[src/rtl/adc_trim_pkg.sv]
package adc_trim_pkg;
  typedef enum logic [1:0] {
    CAL_NONE = 2'd0,
    CAL_POS  = 2'd1,
    CAL_NEG  = 2'd2,
    CAL_ZERO = 2'd3
  } cal_kind_t;

  localparam logic [2:0] A_CTRL   = 3'd0;
  localparam logic [2:0] A_RUNLOG = 3'd1;
  localparam logic [2:0] A_SETTLE = 3'd2;
  localparam logic [2:0] A_KEY    = 3'd3;
  localparam logic [2:0] A_STATUS = 3'd4;
  localparam logic [2:0] A_GAIN   = 3'd5;
  localparam logic [2:0] A_OFFSET = 3'd6;
endpackage

[src/rtl/adc_trim_regs.sv]
module adc_trim_regs
  import adc_trim_pkg::*;
#(
  parameter int DATA_W      = 16,
  parameter int PGA_W       = 3,
  parameter int LOG_W       = 4,
  parameter int RUN_LOG_MIN = 4,
  parameter int RUN_LOG_MAX = 8,
  parameter int SETTLE_W    = 8,
  parameter int SETTLE_DEF  = 8,
  parameter logic [DATA_W-1:0] KEY_VAL = 16'h5AF0
) (
  input  logic              clk,
  input  logic              rst,
  input  logic              reg_wr,
  input  logic              reg_rd,
  input  logic [2:0]        reg_addr,
  input  logic [DATA_W-1:0] reg_wdata,
  output logic [DATA_W-1:0] reg_rdata,
  output logic              corr_en,
  output logic [PGA_W-1:0]  pga,
  output logic [LOG_W-1:0]  run_log,
  output logic [SETTLE_W-1:0] settle,
  output logic              key_hit,
  output logic              start_req,
  output cal_kind_t         start_kind,
  output logic              cal_done,
  input  logic              cal_busy,
  input  logic              cal_fin,
  input  logic [DATA_W-1:0] gain_q,
  input  logic [DATA_W-1:0] off_cur
);
  localparam int KIND_LO = PGA_W + 1;
  localparam int START_B = PGA_W + 3;
  localparam int CTRL_W  = PGA_W + 3;

  logic [CTRL_W-1:0] ctrl_q;
  cal_kind_t         wr_kind;
  logic              wr_ctrl, start_ok;

  assign wr_ctrl  = reg_wr && (reg_addr == A_CTRL);
  assign wr_kind  = cal_kind_t'(reg_wdata[KIND_LO+1:KIND_LO]);
  assign start_ok = reg_wdata[START_B] && reg_wdata[0] && (wr_kind != CAL_NONE) &&
                    ((wr_kind == CAL_ZERO) || (reg_wdata[PGA_W:1] == '0)) && !cal_busy;

  assign corr_en = ctrl_q[0];
  assign pga     = ctrl_q[PGA_W:1];

  always_ff @(posedge clk) begin
    if (rst) begin
      ctrl_q     <= '0;
      run_log    <= LOG_W'(RUN_LOG_MIN);
      settle     <= SETTLE_W'(SETTLE_DEF);
      key_hit    <= 1'b0;
      start_req  <= 1'b0;
      start_kind <= CAL_NONE;
    end else begin
      key_hit   <= reg_wr && (reg_addr == A_KEY) && (reg_wdata == KEY_VAL);
      start_req <= wr_ctrl && start_ok;
      if (wr_ctrl) begin
        ctrl_q     <= reg_wdata[CTRL_W-1:0];
        start_kind <= wr_kind;
      end
      if (reg_wr && reg_addr == A_RUNLOG) begin
        if (reg_wdata < DATA_W'(RUN_LOG_MIN))      run_log <= LOG_W'(RUN_LOG_MIN);
        else if (reg_wdata > DATA_W'(RUN_LOG_MAX)) run_log <= LOG_W'(RUN_LOG_MAX);
        else                                       run_log <= reg_wdata[LOG_W-1:0];
      end
      if (reg_wr && reg_addr == A_SETTLE) settle <= reg_wdata[SETTLE_W-1:0];
    end
  end

  always_ff @(posedge clk) begin
    if (rst)                                  cal_done <= 1'b0;
    else if (cal_fin)                         cal_done <= 1'b1;
    else if (reg_rd && reg_addr == A_STATUS)  cal_done <= 1'b0;
  end

  always_ff @(posedge clk) begin
    if (rst) begin
      reg_rdata <= '0;
    end else if (reg_rd) begin
      case (reg_addr)
        A_CTRL:   reg_rdata <= DATA_W'(ctrl_q);
        A_RUNLOG: reg_rdata <= DATA_W'(run_log);
        A_SETTLE: reg_rdata <= DATA_W'(settle);
        A_STATUS: reg_rdata <= DATA_W'({cal_busy, cal_done});
        A_GAIN:   reg_rdata <= gain_q;
        A_OFFSET: reg_rdata <= off_cur;
        default:  reg_rdata <= '0;
      endcase
    end
  end
endmodule

[src/rtl/adc_trim_avg.sv]
module adc_trim_avg #(
  parameter int DATA_W  = 16,
  parameter int LOG_MAX = 8,
  parameter int LOG_W   = 4
) (
  input  logic                     clk,
  input  logic                     rst,
  input  logic                     start,
  input  logic [LOG_W-1:0]         log_n,
  input  logic                     smp_valid,
  input  logic signed [DATA_W-1:0] smp_data,
  output logic                     active,
  output logic                     fin,
  output logic signed [DATA_W-1:0] avg
);
  localparam int ACC_W = DATA_W + LOG_MAX;
  localparam int CNT_W = LOG_MAX + 1;

  logic signed [ACC_W-1:0] acc, acc_n;
  logic [CNT_W-1:0]        cnt, cnt_n, target;
  logic [LOG_W-1:0]        k_q;

  assign acc_n  = acc + ACC_W'(smp_data);
  assign cnt_n  = cnt + CNT_W'(1);
  assign target = CNT_W'(1) << k_q;

  always_ff @(posedge clk) begin
    if (rst) begin
      active <= 1'b0;
      fin    <= 1'b0;
      acc    <= '0;
      cnt    <= '0;
      k_q    <= '0;
      avg    <= '0;
    end else begin
      fin <= 1'b0;
      if (start) begin
        active <= 1'b1;
        acc    <= '0;
        cnt    <= '0;
        k_q    <= log_n;
      end else if (active && smp_valid) begin
        acc <= acc_n;
        cnt <= cnt_n;
        if (cnt_n == target) begin
          active <= 1'b0;
          fin    <= 1'b1;
          avg    <= DATA_W'(acc_n >>> k_q);
        end
      end
    end
  end
endmodule

[src/rtl/adc_trim_div.sv]
module adc_trim_div #(
  parameter int NUM_W = 31,
  parameter int DEN_W = 16
) (
  input  logic             clk,
  input  logic             rst,
  input  logic             start,
  input  logic [NUM_W-1:0] num,
  input  logic [DEN_W-1:0] den,
  output logic             busy,
  output logic             done,
  output logic [NUM_W-1:0] quo
);
  localparam int CNT_W = $clog2(NUM_W + 1);

  logic [DEN_W-1:0] rem, den_q;
  logic [DEN_W:0]   shifted, trial;
  logic [CNT_W-1:0] cnt;

  assign shifted = {rem, quo[NUM_W-1]};
  assign trial   = shifted - {1'b0, den_q};

  always_ff @(posedge clk) begin
    if (rst) begin
      busy  <= 1'b0;
      done  <= 1'b0;
      rem   <= '0;
      den_q <= '0;
      quo   <= '0;
      cnt   <= '0;
    end else begin
      done <= 1'b0;
      if (start && !busy) begin
        busy  <= 1'b1;
        quo   <= num;
        den_q <= den;
        rem   <= '0;
        cnt   <= CNT_W'(NUM_W);
      end else if (busy) begin
        if (!trial[DEN_W]) begin
          rem <= trial[DEN_W-1:0];
          quo <= {quo[NUM_W-2:0], 1'b1};
        end else begin
          rem <= shifted[DEN_W-1:0];
          quo <= {quo[NUM_W-2:0], 1'b0};
        end
        cnt <= cnt - CNT_W'(1);
        if (cnt == CNT_W'(1)) begin
          busy <= 1'b0;
          done <= 1'b1;
        end
      end
    end
  end
endmodule

[src/rtl/adc_trim_engine.sv]
module adc_trim_engine
  import adc_trim_pkg::*;
#(
  parameter int DATA_W      = 16,
  parameter int FRAC_W      = 14,
  parameter int PGA_W       = 3,
  parameter int RUN_LOG_MIN = 4,
  parameter int RUN_LOG_MAX = 8,
  parameter int SETTLE_W    = 8,
  parameter int SETTLE_DEF  = 8,
  parameter logic [DATA_W-1:0] KEY_VAL = 16'h5AF0
) (
  input  logic              clk,
  input  logic              rst,
  input  logic              in_valid,
  output logic              in_ready,
  input  logic [DATA_W-1:0] in_data,
  output logic              out_valid,
  output logic [DATA_W-1:0] out_data,
  input  logic              reg_wr,
  input  logic              reg_rd,
  input  logic [2:0]        reg_addr,
  input  logic [DATA_W-1:0] reg_wdata,
  output logic [DATA_W-1:0] reg_rdata
);
  localparam int NPGA  = 1 << PGA_W;
  localparam int LOG_W = $clog2(RUN_LOG_MAX + 1);
  localparam int SUM_W = DATA_W + 1;
  localparam int NUM_W = SUM_W + FRAC_W;
  localparam logic signed [DATA_W-1:0] SMAX = DATA_W'((1 << (DATA_W - 1)) - 1);
  localparam logic signed [DATA_W-1:0] SMIN = ~SMAX;
  localparam logic [DATA_W-1:0] GAIN_ONE = DATA_W'(1 << FRAC_W);

  logic               corr_en, key_hit, start_req, cal_done;
  logic [PGA_W-1:0]   pga;
  logic [LOG_W-1:0]   run_log;
  logic [SETTLE_W-1:0] settle, disc_q;
  cal_kind_t          start_kind, kind_q;
  logic [PGA_W-1:0]   cal_pga_q;
  logic [DATA_W-1:0]  gain_q, off_cur;
  logic signed [DATA_W-1:0] pos_q, neg_q;

  logic               cal_active, avg_fin;
  logic signed [DATA_W-1:0] avg_val;

  logic               accept, take, smp_to_avg, div_go, pass_go;
  logic               div_busy, div_done, neg_q_flag;
  logic [NUM_W-1:0]   div_num, div_quo;
  logic signed [SUM_W-1:0] sum;
  logic [SUM_W-1:0]   mag;

  logic signed [DATA_W-1:0] off_mem [NPGA];
  logic [NPGA-1:0]          off_vld;

  // register port
  adc_trim_regs #(
    .DATA_W(DATA_W), .PGA_W(PGA_W), .LOG_W(LOG_W),
    .RUN_LOG_MIN(RUN_LOG_MIN), .RUN_LOG_MAX(RUN_LOG_MAX),
    .SETTLE_W(SETTLE_W), .SETTLE_DEF(SETTLE_DEF), .KEY_VAL(KEY_VAL)
  ) u_regs (
    .clk, .rst, .reg_wr, .reg_rd, .reg_addr, .reg_wdata, .reg_rdata,
    .corr_en, .pga, .run_log, .settle, .key_hit, .start_req, .start_kind,
    .cal_done, .cal_busy(cal_active), .cal_fin(avg_fin), .gain_q, .off_cur
  );

  // sample routing
  assign in_ready   = !div_busy;
  assign accept     = in_valid && in_ready;
  assign take       = accept && (disc_q == '0);
  assign smp_to_avg = take && cal_active;
  assign div_go     = take && !cal_active && corr_en;
  assign pass_go    = take && !cal_active && !corr_en;

  always_ff @(posedge clk) begin
    if (rst)                         disc_q <= '0;
    else if (key_hit)                disc_q <= settle;
    else if (accept && disc_q != '0) disc_q <= disc_q - SETTLE_W'(1);
  end

  // averaging runs
  adc_trim_avg #(.DATA_W(DATA_W), .LOG_MAX(RUN_LOG_MAX), .LOG_W(LOG_W)) u_avg (
    .clk, .rst, .start(start_req), .log_n(run_log),
    .smp_valid(smp_to_avg), .smp_data(in_data),
    .active(cal_active), .fin(avg_fin), .avg(avg_val)
  );

  always_ff @(posedge clk) begin
    if (rst) begin
      kind_q    <= CAL_NONE;
      cal_pga_q <= '0;
    end else if (start_req) begin
      kind_q    <= start_kind;
      cal_pga_q <= pga;
    end
  end

  // gain from the two full-scale averages
  logic signed [SUM_W-1:0] span, half;
  always_comb begin
    if (kind_q == CAL_POS) span = SUM_W'(avg_val) - SUM_W'(neg_q);
    else                   span = SUM_W'(pos_q)   - SUM_W'(avg_val);
    half = span >>> 1;
  end

  always_ff @(posedge clk) begin
    if (rst) begin
      pos_q  <= DATA_W'(1 << FRAC_W);
      neg_q  <= -DATA_W'(1 << FRAC_W);
      gain_q <= GAIN_ONE;
    end else if (avg_fin && (kind_q == CAL_POS || kind_q == CAL_NEG)) begin
      if (kind_q == CAL_POS) pos_q <= avg_val;
      else                   neg_q <= avg_val;
      if (half > 0) gain_q <= half[DATA_W-1:0];
    end
  end

  // per-gain-setting offset store
  logic signed [DATA_W-1:0] off_new;
  assign off_new = (avg_val == SMIN) ? SMAX : -avg_val;

  always_ff @(posedge clk) begin
    if (avg_fin && kind_q == CAL_ZERO) off_mem[cal_pga_q] <= off_new;
  end

  always_ff @(posedge clk) begin
    if (rst)                               off_vld <= '0;
    else if (avg_fin && kind_q == CAL_ZERO) off_vld[cal_pga_q] <= 1'b1;
  end

  assign off_cur = off_vld[pga] ? off_mem[pga] : '0;

  // correction datapath
  assign sum     = SUM_W'($signed(in_data)) + SUM_W'($signed(off_cur));
  assign mag     = sum[SUM_W-1] ? SUM_W'(-sum) : SUM_W'(sum);
  assign div_num = NUM_W'(mag) << FRAC_W;

  adc_trim_div #(.NUM_W(NUM_W), .DEN_W(DATA_W)) u_div (
    .clk, .rst, .start(div_go), .num(div_num), .den(gain_q),
    .busy(div_busy), .done(div_done), .quo(div_quo)
  );

  always_ff @(posedge clk) begin
    if (rst)         neg_q_flag <= 1'b0;
    else if (div_go) neg_q_flag <= sum[SUM_W-1];
  end

  logic [DATA_W-1:0] sat_val;
  always_comb begin
    if (neg_q_flag)
      sat_val = (div_quo > NUM_W'(SMAX) + NUM_W'(1)) ? SMIN : DATA_W'(-div_quo[DATA_W-1:0]);
    else
      sat_val = (div_quo > NUM_W'(SMAX)) ? SMAX : div_quo[DATA_W-1:0];
  end

  always_ff @(posedge clk) begin
    if (rst) begin
      out_valid <= 1'b0;
      out_data  <= '0;
    end else begin
      out_valid <= pass_go || div_done;
      if (pass_go)       out_data <= in_data;
      else if (div_done) out_data <= sat_val;
    end
  end
endmodule

[config.mk]
export PLATFORM = sky130hd
export DESIGN_NAME = adc_trim_engine
export DESIGN_NICKNAME = d
export VERILOG_FILES = /design/src/rtl/adc_trim_pkg.sv /design/src/rtl/adc_trim_regs.sv /design/src/rtl/adc_trim_avg.sv /design/src/rtl/adc_trim_div.sv /design/src/rtl/adc_trim_engine.sv
export SDC_FILE = /design/constraint.sdc
export NUM_CORES = 1
export LEC_CHECK = 0
export BUFFER_PORTS_ARGS = -buffer_cell sky130_fd_sc_hd__clkbuf_2
export CORE_MARGIN = 5
export CORE_UTILIZATION = 50
export CTS_CLUSTER_SIZE = 20
export DETAILED_ROUTE_END_ITERATION = 10
export PLACE_DENSITY = 0.72
export SLEW_MARGIN = 20
export SYNTH_ARGS = -nofsm -noshare
export SYNTH_HDL_FRONTEND = slang
export SYNTH_SLANG_ARGS = --single-unit
[constraint.sdc]
create_clock -name clk -period 5.1 [get_ports clk]
set_clock_uncertainty 0.05 [all_clocks]
set_input_delay 0.765 -clock clk [delete_from_list [all_inputs] [get_ports clk]]
set_output_delay 0.765 -clock clk [all_outputs]
set_load 0.01 [all_outputs]
# Yosys cells after proc, flatten, opt, wreduce, memory -nomap -nowiden

Memory sizes are Yosys's and may differ from the RTL's. A register that Yosys moved wholly into a read port is not among the register bits.
Index checks and enable logic that the tools add are counted.

Word-level logic and storage cells: 159
RAM bits: 128
Memories kept: 1
Input bits: 40
Register bits: 251

Reductions and logical operators: 49
Bitwise gates (word level): 5
Order comparisons: 8
$add $sub $neg: 11
Shift operators: 2
Mux-type cells: 38
Equality and inequality tests: 14

Memory list:

| name    | depth | width | read ports | clocked after memory_dff | write ports | RTL line              | source |
|---|---|---|---|---|---|---|---|
| off_mem | 8     | 16    | 1          | 1                        | 1           | adc_trim_engine.sv:52 | `logic signed [DATA_W-1:0] off_mem [NPGA];` |

Operators by type and width:

| operator                                                                | number |
|---|---|
| 16-bit two-way mux                                                      | 8 |
| 16-bit case mux with 6 select lines                                     | 1 |
| 31-bit two-way mux                                                      | 2 |
| 17-bit two-way mux                                                      | 2 |
| 16-bit by 16-bit subtractor with 17-bit output                          | 2 |
| 16-bit negator                                                          | 2 |
| 31-bit by 15-bit > comparator with 1-bit output, second input constant  | 1 |
| 31-bit by 16-bit > comparator with 1-bit output, second input constant  | 1 |
| 24-bit by 16-bit adder with 24-bit output                               | 1 |
| 24-bit by 4-bit >>> shifter with 16-bit output                          | 1 |
| 1-bit logical AND                                                       | 23 |
| 16-bit by 16-bit adder with 17-bit output                               | 1 |
| 17-bit negator                                                          | 1 |
| 17-bit by 16-bit subtractor with 17-bit output                          | 1 |
| 16-bit by 15-bit equality test with 1-bit output, second input constant | 1 |
| 16-bit equality test, second input constant                             | 1 |
| 16-bit by 1-bit > comparator with 1-bit output, second input constant   | 1 |
| 16-bit by 4-bit > comparator with 1-bit output, second input constant   | 1 |
| 16-bit by 3-bit < comparator with 1-bit output, second input constant   | 1 |
| 8-bit two-way mux                                                       | 2 |
| 1-bit two-way mux                                                       | 15 |
| 2-bit nonzero test                                                      | 7 |
| 5-bit two-way mux                                                       | 2 |
| 9-bit by 1-bit adder with 9-bit output, second input constant           | 1 |
| other kinds (27)                                                        | 48 |

# Depth between registers and ports, before layout

Gate-level depths: netlist (run 1).

Depth in word-level cells: 7
Gate-level depth with buffers: 20

# Hierarchy

From an unflattened synthesis (run 1), not the netlist that was laid out.

Cells, all modules: 2553
Area total of the unflattened synthesis: 22988.3 um2

Modules (own cells, without submodules):

| module          | cells an instance | area each (um2) | times used |
|---|---|---|---|
| adc_trim_engine | 1200              | 12137.9         | 1 |
| adc_trim_avg    | 649               | 4998.5          | 1 |
| adc_trim_div    | 489               | 3893.7          | 1 |
| adc_trim_regs   | 215               | 1958.1          | 1 |

# Worst setup path after synthesis (run 1)

Ideal clock, no wire load.

Path type: reg-to-reg
Start: register (tool-made name)
End: register u_div.quo[29]
Stages on the path, launching flop included: 19
Buffers on the path: 2
Required time: 4920 ps
Path slack: 428 ps
Arrival: 4491 ps
Setup time: 130 ps
Cell sequence: dfxtp_1 buf_1 buf_2 mux4_2 mux2i_1 nor2_1 ha_1 inv_1 fa_1 nor2b_1 o31a_1 o21a_1 maj3_2 a211o_1 a211oi_2 o21ai_1 o41ai_2 xnor2_1 o22ai_1

RTL lines:

| what                   | RTL line           | source |
|---|---|---|
| end signal: assignment | adc_trim_div.sv:35 | `quo <= num;` |
| end signal: assignment | adc_trim_div.sv:42 | `quo <= {quo[NUM_W-2:0], 1'b1};` |
| end signal: assignment | adc_trim_div.sv:45 | `quo <= {quo[NUM_W-2:0], 1'b0};` |
| end: declaration       | adc_trim_div.sv:12 | `output logic [NUM_W-1:0] quo` |

# Worst setup path after layout (run 1)

Start: register u_regs.ctrl_q[1]
End: register u_div.quo[29]

Longest elaborated chain between the ends: 7

RTL lines:

| what                                        | RTL line               | source |
|---|---|---|
| start: declaration                          | adc_trim_regs.sv:37    | `logic [CTRL_W-1:0] ctrl_q;` |
| start signal: assignment                    | adc_trim_regs.sv:61    | `ctrl_q <= reg_wdata[CTRL_W-1:0];` |
| 1-bit binary-select mux with 3-bit select * | adc_trim_engine.sv:130 | `assign off_cur = off_vld[pga] ? off_mem[pga] : '0;` |
| 1-bit two-way mux (implied by the code) *   | adc_trim_engine.sv:130 |  |
| 16-bit two-way mux *                        | adc_trim_engine.sv:130 |  |
| 16-bit by 16-bit adder with 17-bit output * | adc_trim_engine.sv:133 | `assign sum = SUM_W'($signed(in_data)) + SUM_W'($signed(off_cur));` |
| 17-bit negator                              | adc_trim_engine.sv:134 | `assign mag = sum[SUM_W-1] ? SUM_W'(-sum) : SUM_W'(sum);` |
| 17-bit two-way mux *                        | adc_trim_engine.sv:134 |  |
| 31-bit two-way mux *                        | adc_trim_div.sv:33     | `if (start && !busy) begin` |

Every way passes the cells marked *; elsewhere a longest branch is shown, timed or not. The select of a mux whose other input is x is not followed.
A chain may end at the register's enable or synchronous reset.

==> run metrics, run 1 <==
Total GRT Usage 25.7%; post-synthesis cell count 2,424; largest reg by FF count off_mem; xor and xnor fraction of the mapped netlist area 3.96%; die width 220 µm; largest family of logic cells by synthesized area simple AND/OR/NAND/NOR gates; Setup Fix Bufs, Post-CTS 0; CP startpoint kind flip-flop; CTS tree yes; endpoints failing hold 0; Arrival @ worst endpoint 4850 ps; FF+latch area 8890 µm²; Worst Hold Class flip-flop to flip-flop; max frequency 223 MHz; # fillers 3,855; fin util 55.6%; CTS resizes 0; crit path max fanout 9; clock root buffer master clkbuf_16; Post-synth EDFFs 128; Antenna Nets Post-Route 0; post-synthesis async set-or-reset flop share 0%; grt ovf 0; CTS buffer count 43; Total Power 0.00727 W; Cell Area, Synth 22,000 µm²; compound-cell area share of the yosys netlist 17.7%; slew margin rel. 23.1%; layout cells sized above 1 12.0%; Crit. End Element flip-flop; Required @ worst endpoint 5470 ps; max-cap check violation count 0; number of synthesis warnings 0; Primary FF master, synth dfxtp_1; clk_lat worst skew 560 ps; largest registers off_mem x128, u_div.quo x31, u_avg.acc x24; area of the core 43,900 µm²; Synth-to-Final Area Change 10.8%; clock sink total 380; top post-synthesis cells by count nand2_1 (284), dfxtp_1 (252), nor2_1 (219); DR pass1 iterations 5; max FFs per register 128; Setup CP Type flip-flop to flip-flop; Final Instance Area 24,400 µm²; Power Dens Cells 298 nW/µm²; Clock Pin Slew Worst Setup and Hold Paths 60 ps; DRT iter0 DRCs 1,662; Setup TNS 0 ps; initial antenna violation count 5; mux cell area share after synthesis 10.2%; die area 48,400 µm²; DR vias/cell 6.14; Nets 2,590; Initial Util 50.2%; CTS max path bufs 3; unrepaired setup endpoints after global routing false; # rows 77; status finished, final reports clean; hpwl dp 45,700 µm; multi-input logic area 12,300 µm²; post-synthesis simple-gate area fraction 17.9%; Final min period 4480 ps; IO Count 74; final WL 63,500 µm; Die Y 220 µm; Final Wtd Congestion 0.961; post-synthesis register bit count 380; Final period util 87.9%; PortBufs 73; ranking of synthesized cells by area dfxtp_1 (23%), edfxtp_1 (17%), ha_1 (5.3%), nand2_1 (4.8%), a21oi_1 (4.8%); first-pass GRT wire length 99,200 µm; DRC 0; vias in the first global route 17,800; cell taking the most area after synthesis dfxtp_1; sequential cell area fraction in the yosys report 40.3%; largest net degree at the start of global routing 71; P_leak 9.12 nW; hold buffer count at cts 0; Cell variety after synth 83; placed inst area 23,000 µm²; Routed WL per cell 20.6 µm; Mean Syn Cell Area 9.09 µm²; Finish-stage setup viols 0; post-synth top area share 22.9%; actual slew at the worst max-slew pin 1150 ps; Synth Area in Adders 5.89%; most numerous cell in the Yosys netlist nand2_1; vias 18,900; peak supply drop 229 µV; H-tree depth 2; post-synthesis net count 2,563; Final Hold Slack 403 ps; max-slew violations 0
## report_power, final
group / total [W] / switching [W] / leakage (nW) / internal [W]
registers: 0.00328 / 0.0000723 / 3.22 / 0.00321
logic: 0.000914 / 0.000555 / 5.21 / 0.000359
clock network: 0.00307 / 0.00126 / 0.690 / 0.00181
## cells by family (layout without fill, tap and decap cells)
group,after synthesis,count (layout)
other,0,3
adder cells (fa/ha/maj),101,101
multiplexers,167,167
AND/OR/NAND/NOR,845,845
buffers and inverters,234,294
flip-flops,380,380
XOR/XNOR,98,98
AO/OA/AOI/OAI,599,599
## final cells by class
type	count	share of cell area, %
repair buffers	117	2.91
multi-input cells	1810	50.4
diodes	3	0.0307
flip-flops and latches	380	36.4
clock inverters	21	0.856
well taps	592	3.03
inverters	99	1.52
clock buffers	57	4.89
## worst max-delay path, cell delays in order, from the launching register on
cell	delay (ps)
dfxtp_1	430
mux4_2	570
mux2i_4	320
nor2_1	160
ha_1	230
inv_1	70
fa_1	200
nor2b_1	70
o31a_1	270
o21a_1	290
maj3_2	360
a211o_1	320
a211oi_2	230
o21ai_1	160
o41ai_2	340
xnor2_1	160
o22ai_1	90
## per-layer routing
| layer | vias to the layer above | routed length [µm] | global-route usage, % |
|---|---|---|---|
| met2 | 710 | 29000 | 41.3 |
| met5 | - | 29 | 0 |
| met1 | 9131 | 26900 | 34.8 |
| met4 | 4 | 2400 | 9.36 |
| li1 | 8920 | - | - |
| met3 | 127 | 5190 | 5.11 |
## cells in the final DEF, fill, tap and decap left out, drive strengths merged, types with 10 or more instances in the layout
cell type  instances
a22o              14
o21a              19
clkinv            17
a21o              25
xnor2             67
xor2              30
a21oi            210
and2              13
mux2i            106
nand2            284
or3               18
o221ai            15
inv               97
nor3              59
edfxtp           128
mux2              17
a31oi             24
a211oi            45
nor2b             33
or2               23
nand3             69
clkbuf           129
ha                94
mux4              44
o211ai            24
nand2b            22
and3              24
o21ai             87
nor4              19
nor2             220
nand4             28
a211o             10
buf               45
dfxtp            252
a22oi             28
## final timing paths
check,slack (ps),end,start,depth (start not counted)
setup reg to reg,620,u_div.quo[29],u_regs.ctrl_q[1],16
hold reg to reg,400,u_div.den_q[12],u_div.den_q[12],2
hold / removal,400,u_div.den_q[12],u_div.den_q[12],2
setup / recovery,620,u_div.quo[29],u_regs.ctrl_q[1],16
## stage by stage
stage,setup slack [ps],instances
after global routing,280,3077
final,615,3079
after detailed placement,569,2998
after CTS,629,3076
after floorplan,428,2424
after global placement,708,2998
No activity file was read; power rests on OpenSTA's default activity.
==> inputs of run 2 (changes only) <==
- CTS_CLUSTER_SIZE: 20 -> 10
- REMOVE_ABC_BUFFERS: unset -> 1
==> run metrics, run 2 (synthesis gave the netlist of run 1 again) <==
CTS max path bufs 3 (unchanged); H-tree depth 2 (unchanged); CTS resizes 0 (unchanged); Final period util 92.4% (+4.5 points); initial antenna violation count 0 (-5); Arrival @ worst endpoint 5080 ps (+230 ps); largest reg by FF count off_mem; Clock Pin Slew Worst Setup and Hold Paths 60 ps (about the same); Crit. End Element flip-flop; setup ws final 386 ps (-229 ps); slew margin rel. 23.6% (+0.42 points); clk_lat worst skew 580 ps (+20 ps); Setup CP Type flip-flop to flip-flop; DRT iter0 DRCs 1,688 (+1.6%); Required @ worst endpoint 5470 ps (about the same); placed inst area 23,000 µm² (about the same); Final min period 4710 ps (+229 ps); FF+latch area 8890 µm² (unchanged); multi-input logic area 12,300 µm² (about the same); Final Wtd Congestion 0.930 (-3.3%); peak supply drop 242 µV (+5.8%); CP startpoint kind flip-flop; DRC 0 (unchanged); ant diodes 0 (-3); clock sink total 380 (unchanged); most common cell after layout, fill and taps aside nand2_1; first-pass GRT wire length 96,900 µm (-2.3%); vias in the first global route 17,800 (+0.15%); crit path max fanout 16 (+7); Power Dens Cells 295 nW/µm² (-0.99%); max-slew violations 0 (unchanged); PortBufs 73 (unchanged); largest net degree at the start of global routing 71 (unchanged); Antenna Nets Post-Route 0 (unchanged); max-cap check violation count 0 (unchanged); Initial Util 50.2% (unchanged); max FFs per register 128 (unchanged); CTS buffer count 46 (+7.0%); max frequency 212 MHz (-4.9%); Setup Slack @ Placement 467 ps (-103 ps); DR vias/cell 6.12 (-0.23%); status finished, final reports clean; Routed WL per cell 20.2 µm (-2.2%); fin cells 3,076 (-0.097%); fin util 55.5% (-0.13 points); Die Y 220 µm (unchanged); Worst Hold Class flip-flop to flip-flop; Final Instance Area 24,400 µm² (-0.23%); actual slew at the worst max-slew pin 1140 ps (-6.32 ps); clock root buffer master clkbuf_16; Synth-to-Final Area Change 10.6%; unrepaired setup endpoints after global routing false; largest registers off_mem x128, u_div.quo x31, u_avg.acc x24; die area 48,400 µm² (unchanged); die width 220 µm (unchanged); final WL 62,000 µm (-2.3%); hold buffer count at cts 0 (unchanged); hpwl dp 45,000 µm (-1.6%); # rows 77 (unchanged); commonest cells after routing, fill and taps aside nand2_1 (284), dfxtp_1 (250), nor2_1 (218); layout cells sized above 1 11.4% (-0.52 points); Finish-stage setup viols 0 (unchanged); grt ovf 0 (unchanged); DR pass1 iterations 5 (unchanged); CP max stage delay 580 ps (about the same); Placed Cells incl. Taps 3,003 (+0.17%); vias 18,800 (-0.33%); area of the core 43,900 µm² (unchanged); Total Power 0.00718 W (-1.2%); CTS tree yes; Total GRT Usage 25.0% (-0.71 points); Nets 2,598 (+0.31%); CP max-delay cell mux4_2; Setup Fix Bufs, Post-CTS 0 (unchanged); critical path cell sequence mux4_2 -> mux2i_4 -> nor2_1 -> ha_1 -> inv_1 -> fa_1 -> nor2b_1 -> o31a_1 -> o21a_1 -> maj3_2 -> a211o_1 -> a211oi_2 -> o21ai_1 -> o41ai_2 -> xnor2_1 -> o22ai_1; P_leak 9.10 nW (-0.21%); endpoints failing hold 0 (unchanged); IO Count 74 (unchanged); # fillers 3,875 (+0.52%)
## run 2: changes by cell type in the layout (fill, tap and decap cells not counted), sizes merged
| cell | delta |
|---|---|
| diode | -3 |
| clkbuf | +9 |
| clkinvlp | -2 |
| inv | -1 |
| clkinv | -9 |
| buf | +5 |
| bufinv | -2 |
## run 2: worst max-delay path, delay by kind of cell (launching register included)
kind / cells / cell delay [ps]
simple gates: 2 / 260
compound gates: 7 / 1700
flops: 1 / 460
buf+inv: 1 / 70
xor+xnor: 1 / 170
mux: 2 / 1040
fa+ha+maj: 3 / 790
## run 2: routing by layer
layer	global-route usage [%]	part of all wire, %	vias to the layer above
met2	41.2	47	662
met3	3.89	6.9	146
li1	-	-	8927
met1	33.2	43	9095
met5	0	0	-
met4	10.0	4.0	0
## run 2: area by class of cell
cell class                      count  area share (%)
Timing Repair Buffer              122            3.02
Tap cell                          592            3.04
Multi-Input combinational cell   1810            50.4
Clock buffer                       66            5.11
Clock inverter                      7           0.375
Sequential cell                   380            36.5
Inverter                           99            1.53
## run 2: where the power goes
group          internal [W]  switching, W
sequential          0.00321     0.0000823
clock               0.00174       0.00125
combinational      0.000358      0.000541
total               0.00531       0.00187
## run 2: final timing paths
kind / startpoint / end / slack (ps) / cells past startpoint
setup / recovery: u_regs.ctrl_q[1] / u_div.quo[29] / 390 / 16
hold reg to reg: u_div.den_q[3] / u_div.den_q[3] / 400 / 2
hold / removal: u_div.den_q[3] / u_div.den_q[3] / 400 / 2
setup reg to reg: u_regs.ctrl_q[1] / u_div.quo[29] / 390 / 16
## run 2: metrics by stage
| step | hold slack (ps) | setup TNS, ps |
|---|---|---|
| floorplan | 376 | -9720 |
| global placement | 389 | 0 |
| detailed placement | 397 | 0 |
| CTS | 399 | 0 |
| global route | 416 | 0 |
| finish | 399 | 0 |
